===== src/rtl/i2c_alert_slave_pkg.sv =====
package i2c_alert_slave_pkg;
  typedef enum logic [2:0] {
    ST_IDLE, ST_RX, ST_ACK_OUT, ST_TX, ST_TX_ACK, ST_WAIT
  } state_e;

  typedef enum logic [1:0] {RX_ADDR, RX_PTR, RX_DATA} rx_kind_e;

  typedef enum logic [1:0] {NX_PTR, NX_DATA, NX_TXREG, NX_TXARA} next_e;
endpackage


===== src/rtl/i2c_bus_sync.sv =====
module i2c_bus_sync #(
  parameter int STAGES = 2
) (
  input  logic clk_i,
  input  logic rst_ni,
  input  logic scl_i,
  input  logic sda_i,
  output logic scl_o,
  output logic sda_o,
  output logic rise_o,
  output logic fall_o,
  output logic start_o,
  output logic stop_o
);
  logic [STAGES-1:0] scl_ff, sda_ff;
  logic scl_p, sda_p;

  always_ff @(posedge clk_i or negedge rst_ni) begin
    if (!rst_ni) begin
      scl_ff <= '1;
      sda_ff <= '1;
      scl_p  <= 1'b1;
      sda_p  <= 1'b1;
    end else begin
      scl_ff <= {scl_ff[STAGES-2:0], scl_i};
      sda_ff <= {sda_ff[STAGES-2:0], sda_i};
      scl_p  <= scl_ff[STAGES-1];
      sda_p  <= sda_ff[STAGES-1];
    end
  end

  assign scl_o   = scl_ff[STAGES-1];
  assign sda_o   = sda_ff[STAGES-1];
  assign rise_o  = scl_o & ~scl_p;
  assign fall_o  = ~scl_o & scl_p;
  // data edges while clock stays high
  assign start_o = scl_o & scl_p & sda_p & ~sda_o;
  assign stop_o  = scl_o & scl_p & ~sda_p & sda_o;
endmodule


===== src/rtl/i2c_alert_tracker.sv =====
module i2c_alert_tracker (
  input  logic       clk_i,
  input  logic       rst_ni,
  input  logic       evt_i,
  input  logic       win_i,
  input  logic [1:0] cfg_i,
  output logic       active_o
);
  logic pending_q;

  always_ff @(posedge clk_i or negedge rst_ni) begin
    if (!rst_ni)     pending_q <= 1'b0;
    else if (evt_i)  pending_q <= 1'b1;
    else if (win_i)  pending_q <= 1'b0;
  end

  assign active_o = pending_q & (cfg_i == 2'b10);
endmodule


===== src/rtl/i2c_slave_fsm.sv =====
module i2c_slave_fsm
  import i2c_alert_slave_pkg::*;
#(
  parameter logic [6:0] DEV_ADDR = 7'h64,
  parameter logic [6:0] ARA_ADDR = 7'h0C,
  parameter int         AW       = 4
) (
  input  logic          clk_i,
  input  logic          rst_ni,
  input  logic          sda_i,
  input  logic          rise_i,
  input  logic          fall_i,
  input  logic          start_i,
  input  logic          stop_i,
  input  logic          alert_active_i,
  input  logic [7:0]    rdata_i,
  output logic          sda_pd_o,
  output logic [AW-1:0] ptr_o,
  output logic [7:0]    wdata_o,
  output logic          wr_o,
  output logic          rd_o,
  output logic          clr_o,
  output logic          win_o
);
  localparam logic [7:0] ARA_REPLY = {DEV_ADDR, 1'b1};

  state_e        state;
  rx_kind_e      rx_kind;
  next_e         nxt;
  logic [2:0]    bit_cnt;
  logic [7:0]    sh;
  logic          done, ack, is_ara;
  logic [AW-1:0] ptr;
  logic [7:0]    rx_byte;

  assign rx_byte = {sh[6:0], sda_i};
  assign ptr_o   = ptr;

  always_ff @(posedge clk_i or negedge rst_ni) begin
    if (!rst_ni) begin
      state    <= ST_IDLE;
      rx_kind  <= RX_ADDR;
      nxt      <= NX_PTR;
      bit_cnt  <= '0;
      sh       <= '0;
      done     <= 1'b0;
      ack      <= 1'b0;
      is_ara   <= 1'b0;
      ptr      <= '0;
      sda_pd_o <= 1'b0;
      wdata_o  <= '0;
      wr_o     <= 1'b0;
      rd_o     <= 1'b0;
      clr_o    <= 1'b0;
      win_o    <= 1'b0;
    end else begin
      wr_o  <= 1'b0;
      rd_o  <= 1'b0;
      clr_o <= 1'b0;
      win_o <= 1'b0;
      if (stop_i) begin
        state    <= ST_IDLE;
        sda_pd_o <= 1'b0;
      end else if (start_i) begin
        state    <= ST_RX;
        rx_kind  <= RX_ADDR;
        bit_cnt  <= '0;
        done     <= 1'b0;
        sda_pd_o <= 1'b0;
      end else begin
        unique case (state)
          ST_RX: begin
            if (rise_i && !done) begin
              sh      <= rx_byte;
              bit_cnt <= bit_cnt + 3'd1;
              if (bit_cnt == 3'd7) begin
                done <= 1'b1;
                unique case (rx_kind)
                  RX_ADDR: begin
                    if (rx_byte[7:1] == DEV_ADDR) begin
                      ack <= 1'b1;
                      nxt <= rx_byte[0] ? NX_TXREG : NX_PTR;
                    end else if (rx_byte[7:1] == ARA_ADDR && rx_byte[0] && alert_active_i) begin
                      ack <= 1'b1;
                      nxt <= NX_TXARA;
                    end else begin
                      ack <= 1'b0;
                    end
                  end
                  RX_PTR: begin
                    ptr <= rx_byte[AW-1:0];
                    ack <= 1'b1;
                    nxt <= NX_DATA;
                  end
                  default: begin
                    wdata_o <= rx_byte;
                    wr_o    <= 1'b1;
                    ack     <= 1'b1;
                    nxt     <= NX_DATA;
                  end
                endcase
              end
            end else if (fall_i && done) begin
              done <= 1'b0;
              if (ack) begin
                state    <= ST_ACK_OUT;
                sda_pd_o <= 1'b1;
              end else begin
                state <= ST_WAIT;
              end
            end
          end
          ST_ACK_OUT: begin
            if (fall_i) begin
              bit_cnt <= '0;
              done    <= 1'b0;
              unique case (nxt)
                NX_PTR: begin
                  state    <= ST_RX;
                  rx_kind  <= RX_PTR;
                  sda_pd_o <= 1'b0;
                end
                NX_DATA: begin
                  state    <= ST_RX;
                  sda_pd_o <= 1'b0;
                  if (rx_kind == RX_DATA) ptr <= ptr + 1'b1;
                  rx_kind  <= RX_DATA;
                end
                NX_TXREG: begin
                  state    <= ST_TX;
                  is_ara   <= 1'b0;
                  sh       <= rdata_i;
                  rd_o     <= 1'b1;
                  clr_o    <= (ptr == '0);
                  sda_pd_o <= ~rdata_i[7];
                end
                default: begin
                  state    <= ST_TX;
                  is_ara   <= 1'b1;
                  sh       <= ARA_REPLY;
                  sda_pd_o <= ~ARA_REPLY[7];
                end
              endcase
            end
          end
          ST_TX: begin
            if (rise_i && !done) begin
              bit_cnt <= bit_cnt + 3'd1;
              if (is_ara && !sda_pd_o && !sda_i) begin
                state <= ST_WAIT;  // lost arbitration
              end else if (bit_cnt == 3'd7) begin
                done  <= 1'b1;
                win_o <= is_ara;
              end
            end else if (fall_i && !done) begin
              sh       <= {sh[6:0], 1'b0};
              sda_pd_o <= ~sh[6];
            end else if (fall_i && done) begin
              done     <= 1'b0;
              sda_pd_o <= 1'b0;
              state    <= ST_TX_ACK;
            end
          end
          ST_TX_ACK: begin
            if (rise_i && !done) begin
              if (!sda_i && !is_ara) begin
                ptr  <= ptr + 1'b1;
                done <= 1'b1;
              end else begin
                state <= ST_WAIT;
              end
            end else if (fall_i && done) begin
              done     <= 1'b0;
              bit_cnt  <= '0;
              sh       <= rdata_i;
              rd_o     <= 1'b1;
              clr_o    <= (ptr == '0);
              sda_pd_o <= ~rdata_i[7];
              state    <= ST_TX;
            end
          end
          default: ;
        endcase
      end
    end
  end
endmodule


===== src/rtl/i2c_alert_slave.sv =====
module i2c_alert_slave #(
  parameter logic [6:0] DEV_ADDR    = 7'h64,
  parameter logic [6:0] ARA_ADDR    = 7'h0C,
  parameter int         AW          = 4,
  parameter int         SYNC_STAGES = 2
) (
  input  logic          clk_i,
  input  logic          rst_ni,
  input  logic          scl_i,
  input  logic          sda_i,
  output logic          sda_pd_o,
  input  logic          alert_evt_i,
  input  logic [1:0]    alert_cfg_i,
  output logic          alert_pd_o,
  output logic [AW-1:0] reg_addr_o,
  output logic [7:0]    reg_wdata_o,
  output logic          reg_wr_o,
  output logic          reg_rd_o,
  input  logic [7:0]    reg_rdata_i,
  output logic          stat_clr_o
);
  logic scl_q, sda_q, scl_rise, scl_fall, bus_start, bus_stop;
  logic ara_win, alert_active;

  i2c_bus_sync #(.STAGES(SYNC_STAGES)) u_sync (
    .clk_i   (clk_i),
    .rst_ni  (rst_ni),
    .scl_i   (scl_i),
    .sda_i   (sda_i),
    .scl_o   (scl_q),
    .sda_o   (sda_q),
    .rise_o  (scl_rise),
    .fall_o  (scl_fall),
    .start_o (bus_start),
    .stop_o  (bus_stop)
  );

  i2c_alert_tracker u_alert (
    .clk_i    (clk_i),
    .rst_ni   (rst_ni),
    .evt_i    (alert_evt_i),
    .win_i    (ara_win),
    .cfg_i    (alert_cfg_i),
    .active_o (alert_active)
  );

  i2c_slave_fsm #(.DEV_ADDR(DEV_ADDR), .ARA_ADDR(ARA_ADDR), .AW(AW)) u_fsm (
    .clk_i          (clk_i),
    .rst_ni         (rst_ni),
    .sda_i          (sda_q),
    .rise_i         (scl_rise),
    .fall_i         (scl_fall),
    .start_i        (bus_start),
    .stop_i         (bus_stop),
    .alert_active_i (alert_active),
    .rdata_i        (reg_rdata_i),
    .sda_pd_o       (sda_pd_o),
    .ptr_o          (reg_addr_o),
    .wdata_o        (reg_wdata_o),
    .wr_o           (reg_wr_o),
    .rd_o           (reg_rd_o),
    .clr_o          (stat_clr_o),
    .win_o          (ara_win)
  );

  assign alert_pd_o = alert_active;
endmodule


===== config.mk =====
export PLATFORM = sky130hd
export DESIGN_NAME = i2c_alert_slave
export DESIGN_NICKNAME = d
export VERILOG_FILES = /design/src/rtl/i2c_alert_slave_pkg.sv /design/src/rtl/i2c_bus_sync.sv /design/src/rtl/i2c_alert_tracker.sv /design/src/rtl/i2c_slave_fsm.sv /design/src/rtl/i2c_alert_slave.sv
export SDC_FILE = /design/constraint.sdc
export NUM_CORES = 1
export LEC_CHECK = 0
export BUFFER_PORTS_ARGS = -buffer_cell sky130_fd_sc_hd__buf_4
export CAP_MARGIN = 20
export CORE_AREA = 2 2 71 80
export DETAILED_ROUTE_END_ITERATION = 10
export DIE_AREA = 0 0 73 82
export GPL_TIMING_DRIVEN = 0
export PLACE_DENSITY = 0.77
export SLEW_MARGIN = 20
export SYNTH_ARGS = -nofsm -noshare
export SYNTH_HDL_FRONTEND = slang
export SYNTH_SLANG_ARGS = --single-unit

===== constraint.sdc =====
create_clock -name clk_i -period 3.6 [get_ports clk_i]
set_input_delay 0.72 -clock clk_i [delete_from_list [all_inputs] [get_ports clk_i]]
set_output_delay 0.72 -clock clk_i [all_outputs]
set_load 0.005 [all_outputs]

Word-level counts from Yosys, hierarchy flattened
Index checks and enable logic that the tools add are counted.
{"block": "op_classes", "muxes": 102, "n_eq_ne": 46, "n_bitwise": 18, "n_reduce_logical": 38, "n_addsub": 2}
{"op": "$mux 3", "n": 18}
{"op": "$mux 1", "n": 51}
{"op": "$mux 7", "n": 6}
{"op": "$mux 4", "n": 8}
{"op": "$pmux 7 s4", "n": 1}
{"op": "$reduce_and 6->1", "n": 4}
{"op": "$ne 4x3->1 const B", "n": 5}
{"op": "$ne 4x4->1 const B", "n": 5}
{"op": "$ne 2x1->1 const B", "n": 9}
{"op": "$reduce_and 9->1", "n": 2}
{"op": "$mux 2", "n": 8}
{"op": "$ne 5x3->1 const B", "n": 3}
{"op": "$pmux 7 s2", "n": 1}
{"op": "$pmux 3 s4", "n": 1}
{"op": "$pmux 4 s3", "n": 1}
{"op": "$reduce_and 11->1", "n": 1}
{"op": "$ne 5x5->1 const B", "n": 2}
{"op": "$not 1->1", "n": 10}
{"op": "$reduce_and 10->1", "n": 1}
{"op": "$reduce_and 5->1", "n": 2}
{"op": "$pmux 3 s3", "n": 1}
{"op": "$and 1x1->1", "n": 8}
{"op": "$logic_and 1x1->1", "n": 8}
{"op": "$ne 2x2->1 const B", "n": 4}
{"op": "26 further kinds", "n": 46}
{"block": "totals", "reg_bits": 44, "in_bits": 15, "word_cells": 226}

Longest topological paths before layout
{"block": "depth", "word_depth": 9, "mapped_depth": 7}

Cells and area by module
Synthesis repeated with hierarchy kept, for this count alone.
{"block": "hier_totals", "cells_unflattened": 258, "hier_area_um2": 2523.7}
{"mod": "i2c_slave_fsm", "cells_each": 244, "instances": 1, "area_each_um2": 2288.4}
{"mod": "i2c_bus_sync", "cells_each": 10, "instances": 1, "area_each_um2": 190.2}
{"mod": "i2c_alert_tracker", "cells_each": 4, "instances": 1, "area_each_um2": 45.0}

Worst setup path before layout
Ideal clock, no wire load.
{"block": "synth_path", "path_type": "register to register", "start": "register u_sync.scl_ff[1]", "end": "register u_fsm.state[0]", "path_slack_ns": 1.725, "path_stages_with_launch": 6, "setup_ns": 0.125, "t_arrival_ns": 1.750, "path_cell_list": "dfstp_2 -> or3b_1 -> buf_4 -> a221o_1 -> o31ai_4 -> mux2_4"}
{"block": "synth_between", "elab_chain_len": 6}
{"element": "start, declared", "line": "i2c_bus_sync.sv:15", "rtl": "logic [STAGES-1:0] scl_ff, sda_ff;"}
{"element": "start signal, assigned", "line": "i2c_bus_sync.sv:25", "rtl": "scl_ff <= {scl_ff[STAGES-2:0], scl_i};"}
{"element": "branches (longest 6 deep; another with $reduce_and 9->1)"}
{"element": "end signal, assigned", "line": "i2c_slave_fsm.sv:62", "rtl": "state <= ST_IDLE;"}
{"element": "end signal, assigned", "line": "i2c_slave_fsm.sv:65", "rtl": "state <= ST_RX;"}
{"element": "end signal, assigned", "line": "i2c_slave_fsm.sv:170", "rtl": "state <= ST_WAIT;"}
{"element": "end, declared", "line": "i2c_slave_fsm.sv:27", "rtl": "state_e state;"}
Parallel ways; which one is timed is not known.
A chain may end at the register's enable or synchronous reset.

Worst setup path after layout
{"block": "layout_path", "start": "register u_sync.scl_ff[1]", "end": "register u_fsm.wdata_o[1]"}
{"block": "layout_between", "elab_chain_len": 5}
{"element": "$and 1x1->1", "line": "i2c_bus_sync.sv:37, i2c_bus_sync.sv:38"}
{"element": "$and 1x1->1 (on tied branches) (2 in series)", "line": "i2c_bus_sync.sv:38, i2c_bus_sync.sv:37"}
{"element": "$not 1->1 (no line)"}
{"element": "$reduce_and 6->1 (no line) (*)"}
{"element": "end signal, assigned", "line": "i2c_slave_fsm.sv:96", "rtl": "wdata_o <= rx_byte;"}
{"element": "end, declared", "line": "i2c_slave_fsm.sv:19", "rtl": "output logic [7:0] wdata_o,"}
Every way passes the cells marked *; elsewhere a longest branch is shown, timed or not.

==> parameters.txt <==
Parameter                              Value

Setup path
  Worst path bufs/invs    0
  Critical path data arrival time    2.54 ns
  Highest net fanout along the worst path    9
  Slack of the worst reg-to-reg path    1.25 ns
  End of the worst register-to-register path    u_fsm.wdata_o[1]$_DFFE_PN0P_
  Worst Reg-to-Reg Cells    4
  Worst setup EP type    flip-flop
  Startpoint types    flip-flop
  Required time at the endpoint of the critical path    3.78 ns
  Critical path, cell by cell    nor3b_1 > nand4_1 > nor2_4 > mux2_2
  Critical path's top delay family    simple AND/OR/NAND/NOR gates
  Peak per-stage delay on the critical path    a little over 0.6 ns
  Startpoint-to-endpoint class of the critical path    reg -> reg
  Startpoint of the worst-slack reg-to-reg timing path    u_sync.scl_ff[1]$_DFF_PN1_
  Library cell contributing the largest single delay on the critical path    nor3b_1

Min path
  Worst min path class    reg -> reg
  Worst hold endpoint    u_sync.sda_ff[1]$_DFF_PN1_
  Worst hold path depth    0
  Startpoint of the most critical hold path    u_sync.sda_ff[0]$_DFF_PN1_

Power
  Total power after layout    1.84 mW
  Seq pwr share    between 30 and 40%
  Power per cell area    632 nW/um^2
  Cell internal pwr    1.12 mW
  Peak ir drop on the vdd network    ~410 uV
  Share of total power in combinational logic    a little under half
  Leakage power figure    about 1.3 nW
  Switching Share    between 30% and 40%
  Net switching power    about 0.72 mW
  Part of the total power dissipated in the clock network    between 15 and 20%

Timing
  Final worst clock skew    between 0.01 and 0.015 ns
  Max Clk Rate    425 MHz
  Setup repair after global routing missed its margin    false
  Max transition margin    52.8%
  Slew Limit Fails    0
  Fraction of the cycle the final worst path needs    65.4%
  Time the final worst path needs with I/O delays and setup    about 2.4 ns
  Slew at the pin closest to its max-slew limit    0.707 ns
  Final Setup Violations    0
  Count of final hold-check violations    0
  Setup TNS    0 ns

Global route
  Overall global routing resource usage    roughly 21%
  Number of global-route vias before repair    roughly 1900
  Leftover overflow at the end of global routing    0
  Global-route wire length before repair    9.60 mm
  Antenna violations before repair    0
  Maximum number of pins on one net before global-route repair    45

Finish
  Sequential Area    ~1100 um^2
  Post-Layout Inst Area    2910 um^2
  Number of antenna cells inserted    0
  Multi-input gate area in the final layout    around 1300 um^2
  Number of nets at the end of the flow    a little over 300
  Layout cells sized above 1    roughly 30%
  Filler instances    ~460
  Non-filler cells in the finished layout    around 350
  P&R area growth vs syn    16.0%

Detailed routing
  Length of the first detailed-routing pass in iterations    4
  First DRT Iteration DRCs    183
  Total Wirelength    between 5 and 6 mm
  Via total after detailed routing    roughly 2100
  Post-route DRC violation count    0
  Routed via count divided by cell count    6.00
  Post-route antenna net violation count    0
  Routed wire length per instance    approximately 17 um

CTS
  Clock buffer count from CTS    5
  Cell chosen for the clock root    clkbuf_8
  H-tree levels    2
  Maximum number of buffers from clock root to sink    2
  CTS tree    yes
  Clock latency on the worst-skew pair    approximately 0.30 ns
  Register clock-pin slew on the reported worst setup and hold paths    approximately 0.090 ns
  Count of buffers added by post-CTS timing repair for setup    0
  Post-cts hold buffer count    0
  Number of cells upsized or downsized after cts    0
  Number of clock sinks    44

Logic synthesis
  Yosys warning total    0
  Post-synthesis net count    roughly 270
  Share of synthesized cell area in full adder, half adder and majority cells    2.00%
  Fraction of synthesized area in multiplexers    a little under an eighth
  Most frequent cells after synthesis    dfrtp_1, nor2_1, mux2_2
  Cell accounting for the most synthesized area    dfrtp_1
  Instance count of the mapped netlist    between 200 and 250
  Fraction of post-synthesis cell area in the top cell type by area    ~38%
  Dominant synthesized flop cell    dfrtp_1
  Most common cell in the netlist    dfrtp_1
  Simple-gate portion of the synthesized area    19.3%
  Synth area leaders    dfrtp_1, mux2_2, dfstp_2
  Compound-Gate Fraction of Synth Area    18.5%
  Number of flops mapped to enable cells by yosys    0
  FFs w/ async S/R, synth    100%
  Area of the mapped netlist    about 2500 um^2
  Mean instance size in the synthesized netlist    about 10 um^2
  Number of synthesized register bits    44
  Post-synthesis xor/xnor area fraction    0%
  Fraction of the yosys area taken by sequential cells    between 40% and 50%
  Dominant combinational cell family by area after synthesis    simple AND/OR/NAND/NOR gates
  Count of different cell masters after synthesis    58

Run status
  Run status    finished, final reports clean

Job
  Reported max-cap violation count    0

Floorplan
  DIE HEIGHT    ~82 um
  Standard-cell row count    28
  I/O Pins    32
  Floorplan die width    roughly 73 um
  Die footprint    approximately 6000 um^2
  Placeable core region    approximately 5200 um^2
  Initial core utilization    between 40% and 50%

Place
  HPWL Detailed    approximately 4.2 mm
  Number of buffer cells added on primary ports    31
  Total placed instance area    2820 um^2
  Number of cells after detailed placement    between 300 and 400
  Global placement routability congestion    about 0.95
cells in the final DEF (no fill, tap or decap), types with 2 or more instances in the layout:
| cell | synthesis | final |
|---|---|---|
| mux2i_1 | 4 | 4 |
| a211oi_1 | 4 | 4 |
| nor2_1 | 20 | 20 |
| dfrtp_1 | 38 | 38 |
| a21o_1 | 5 | 5 |
| clkbuf_8 | 0 | 5 |
| nand2_1 | 16 | 16 |
| nand2b_1 | 6 | 6 |
| nand3_1 | 6 | 6 |
| mux2_4 | 3 | 3 |
| and3_1 | 4 | 4 |
| buf_2 | 4 | 4 |
| nor2b_1 | 3 | 3 |
| a21oi_1 | 12 | 12 |
| nor3_1 | 4 | 4 |
| a211o_1 | 2 | 2 |
| ha_1 | 4 | 4 |
| nor4_1 | 2 | 2 |
| clkinvlp_4 | 0 | 2 |
| nor4b_1 | 2 | 2 |
| o22ai_1 | 5 | 5 |
| buf_4 | 4 | 35 |
| clkbuf_1 | 4 | 4 |
| inv_1 | 10 | 10 |
| or2_2 | 4 | 4 |
| dfstp_2 | 6 | 6 |
| o21ai_0 | 13 | 13 |
| nand4bb_1 | 2 | 2 |
| a22o_1 | 4 | 4 |
| a2bb2oi_1 | 3 | 3 |
| o31ai_1 | 2 | 2 |
| nand3b_1 | 2 | 2 |
| o211ai_1 | 3 | 3 |
| mux2_2 | 19 | 19 |
power by group through the flow:
stage / logic [mW] / registers [mW] / clock network, mW
floorplan: 0.635 / 0.663 / 0
global placement: 0.806 / 0.695 / 0
detailed placement: 0.816 / 0.698 / 0
CTS: 0.823 / 0.687 / 0.323
global route: 0.900 / 0.705 / 0.344
finish: 0.829 / 0.691 / 0.317
worst reg2reg max path, delay by kind of cell (launching register included):
family	cells	cell delay, ns
AND/OR/NAND/NOR	3	1.25
flip-flops	1	0.60
multiplexers	1	0.38
per-layer routing:
| metal | part of all wire, % | wire length, um | track usage, % |
|---|---|---|---|
| met1 | 44 | 2560 | 28.0 |
| met2 | 49 | 2810 | 33.4 |
| met3 | 4.4 | 251 | 3.07 |
| met4 | 2.1 | 123 | 8.15 |
| met5 | 0 | 0 | 0 |
area by class of cell:
type	instances	area share [%]
inverters	10	1.29
clock inverters	3	0.818
plain buffers	12	2.24
clock buffers	5	2.37
well taps	60	2.58
flip-flops and latches	44	38.1
multi-input cells	180	44.6
repair buffers	31	8.00
worst max-delay path by stage:
stage	startpoint	end	slack, ns	depth (start not counted)
global route	u_sync.scl_ff[1]$_DFF_PN1_	u_fsm.wdata_o[1]$_DFFE_PN0P_	1.20	4
detailed placement	u_sync.scl_ff[1]$_DFF_PN1_	u_fsm.wdata_o[1]$_DFFE_PN0P_	1.32	4
finish	u_sync.scl_ff[1]$_DFF_PN1_	u_fsm.wdata_o[1]$_DFFE_PN0P_	1.25	4
CTS	u_sync.scl_ff[1]$_DFF_PN1_	u_fsm.wdata_o[1]$_DFFE_PN0P_	1.29	4
global placement	u_sync.scl_ff[1]$_DFF_PN1_	u_fsm.wdata_o[5]$_DFFE_PN0P_	1.33	4
floorplan	u_sync.scl_ff[1]$_DFF_PN1_	u_fsm.state[0]$_DFFE_PN0P_	1.72	5
state kept, by name, indices dropped and copies added (netlist names):
register	flops
u_fsm.wdata_o	8
u_fsm.sh	7
u_fsm.ptr_o	4
u_fsm.bit_cnt	3
u_fsm.state	3
u_fsm.nxt	2
u_fsm.rx_kind	2
u_sync.scl_ff	2
u_sync.sda_ff	2
u_alert.pending_q	1
u_fsm.ack	1
u_fsm.clr_o	1
u_fsm.done	1
u_fsm.is_ara	1
u_fsm.rd_o	1
u_fsm.sda_pd_o	1
u_fsm.win_o	1
u_fsm.wr_o	1
u_sync.scl_p	1
u_sync.sda_p	1
kinds of logic after synthesis:
family,count (synthesis)
DFF,44
AOI/OAI and AO/OA,66
and+or+nand+nor,84
muxes,26
buffers and inverters,22
adders and majority gates,4
through the flow:
| step | setup WS, ns | hold WS, ns | utilization, % |
|---|---|---|---|
| 3_3_place_gp | 1.33 | 0.346 | 53.9 |
| 6_report | 1.25 | 0.359 | 55.7 |
| 5_1_grt | 1.20 | 0.367 | 55.7 |
| 2_1_floorplan | 1.72 | 0.345 | - |
| 3_5_place_dp | 1.32 | 0.347 | 53.9 |
| 4_1_cts | 1.29 | 0.360 | 55.7 |
No activity file was read; power rests on OpenSTA's default activity.
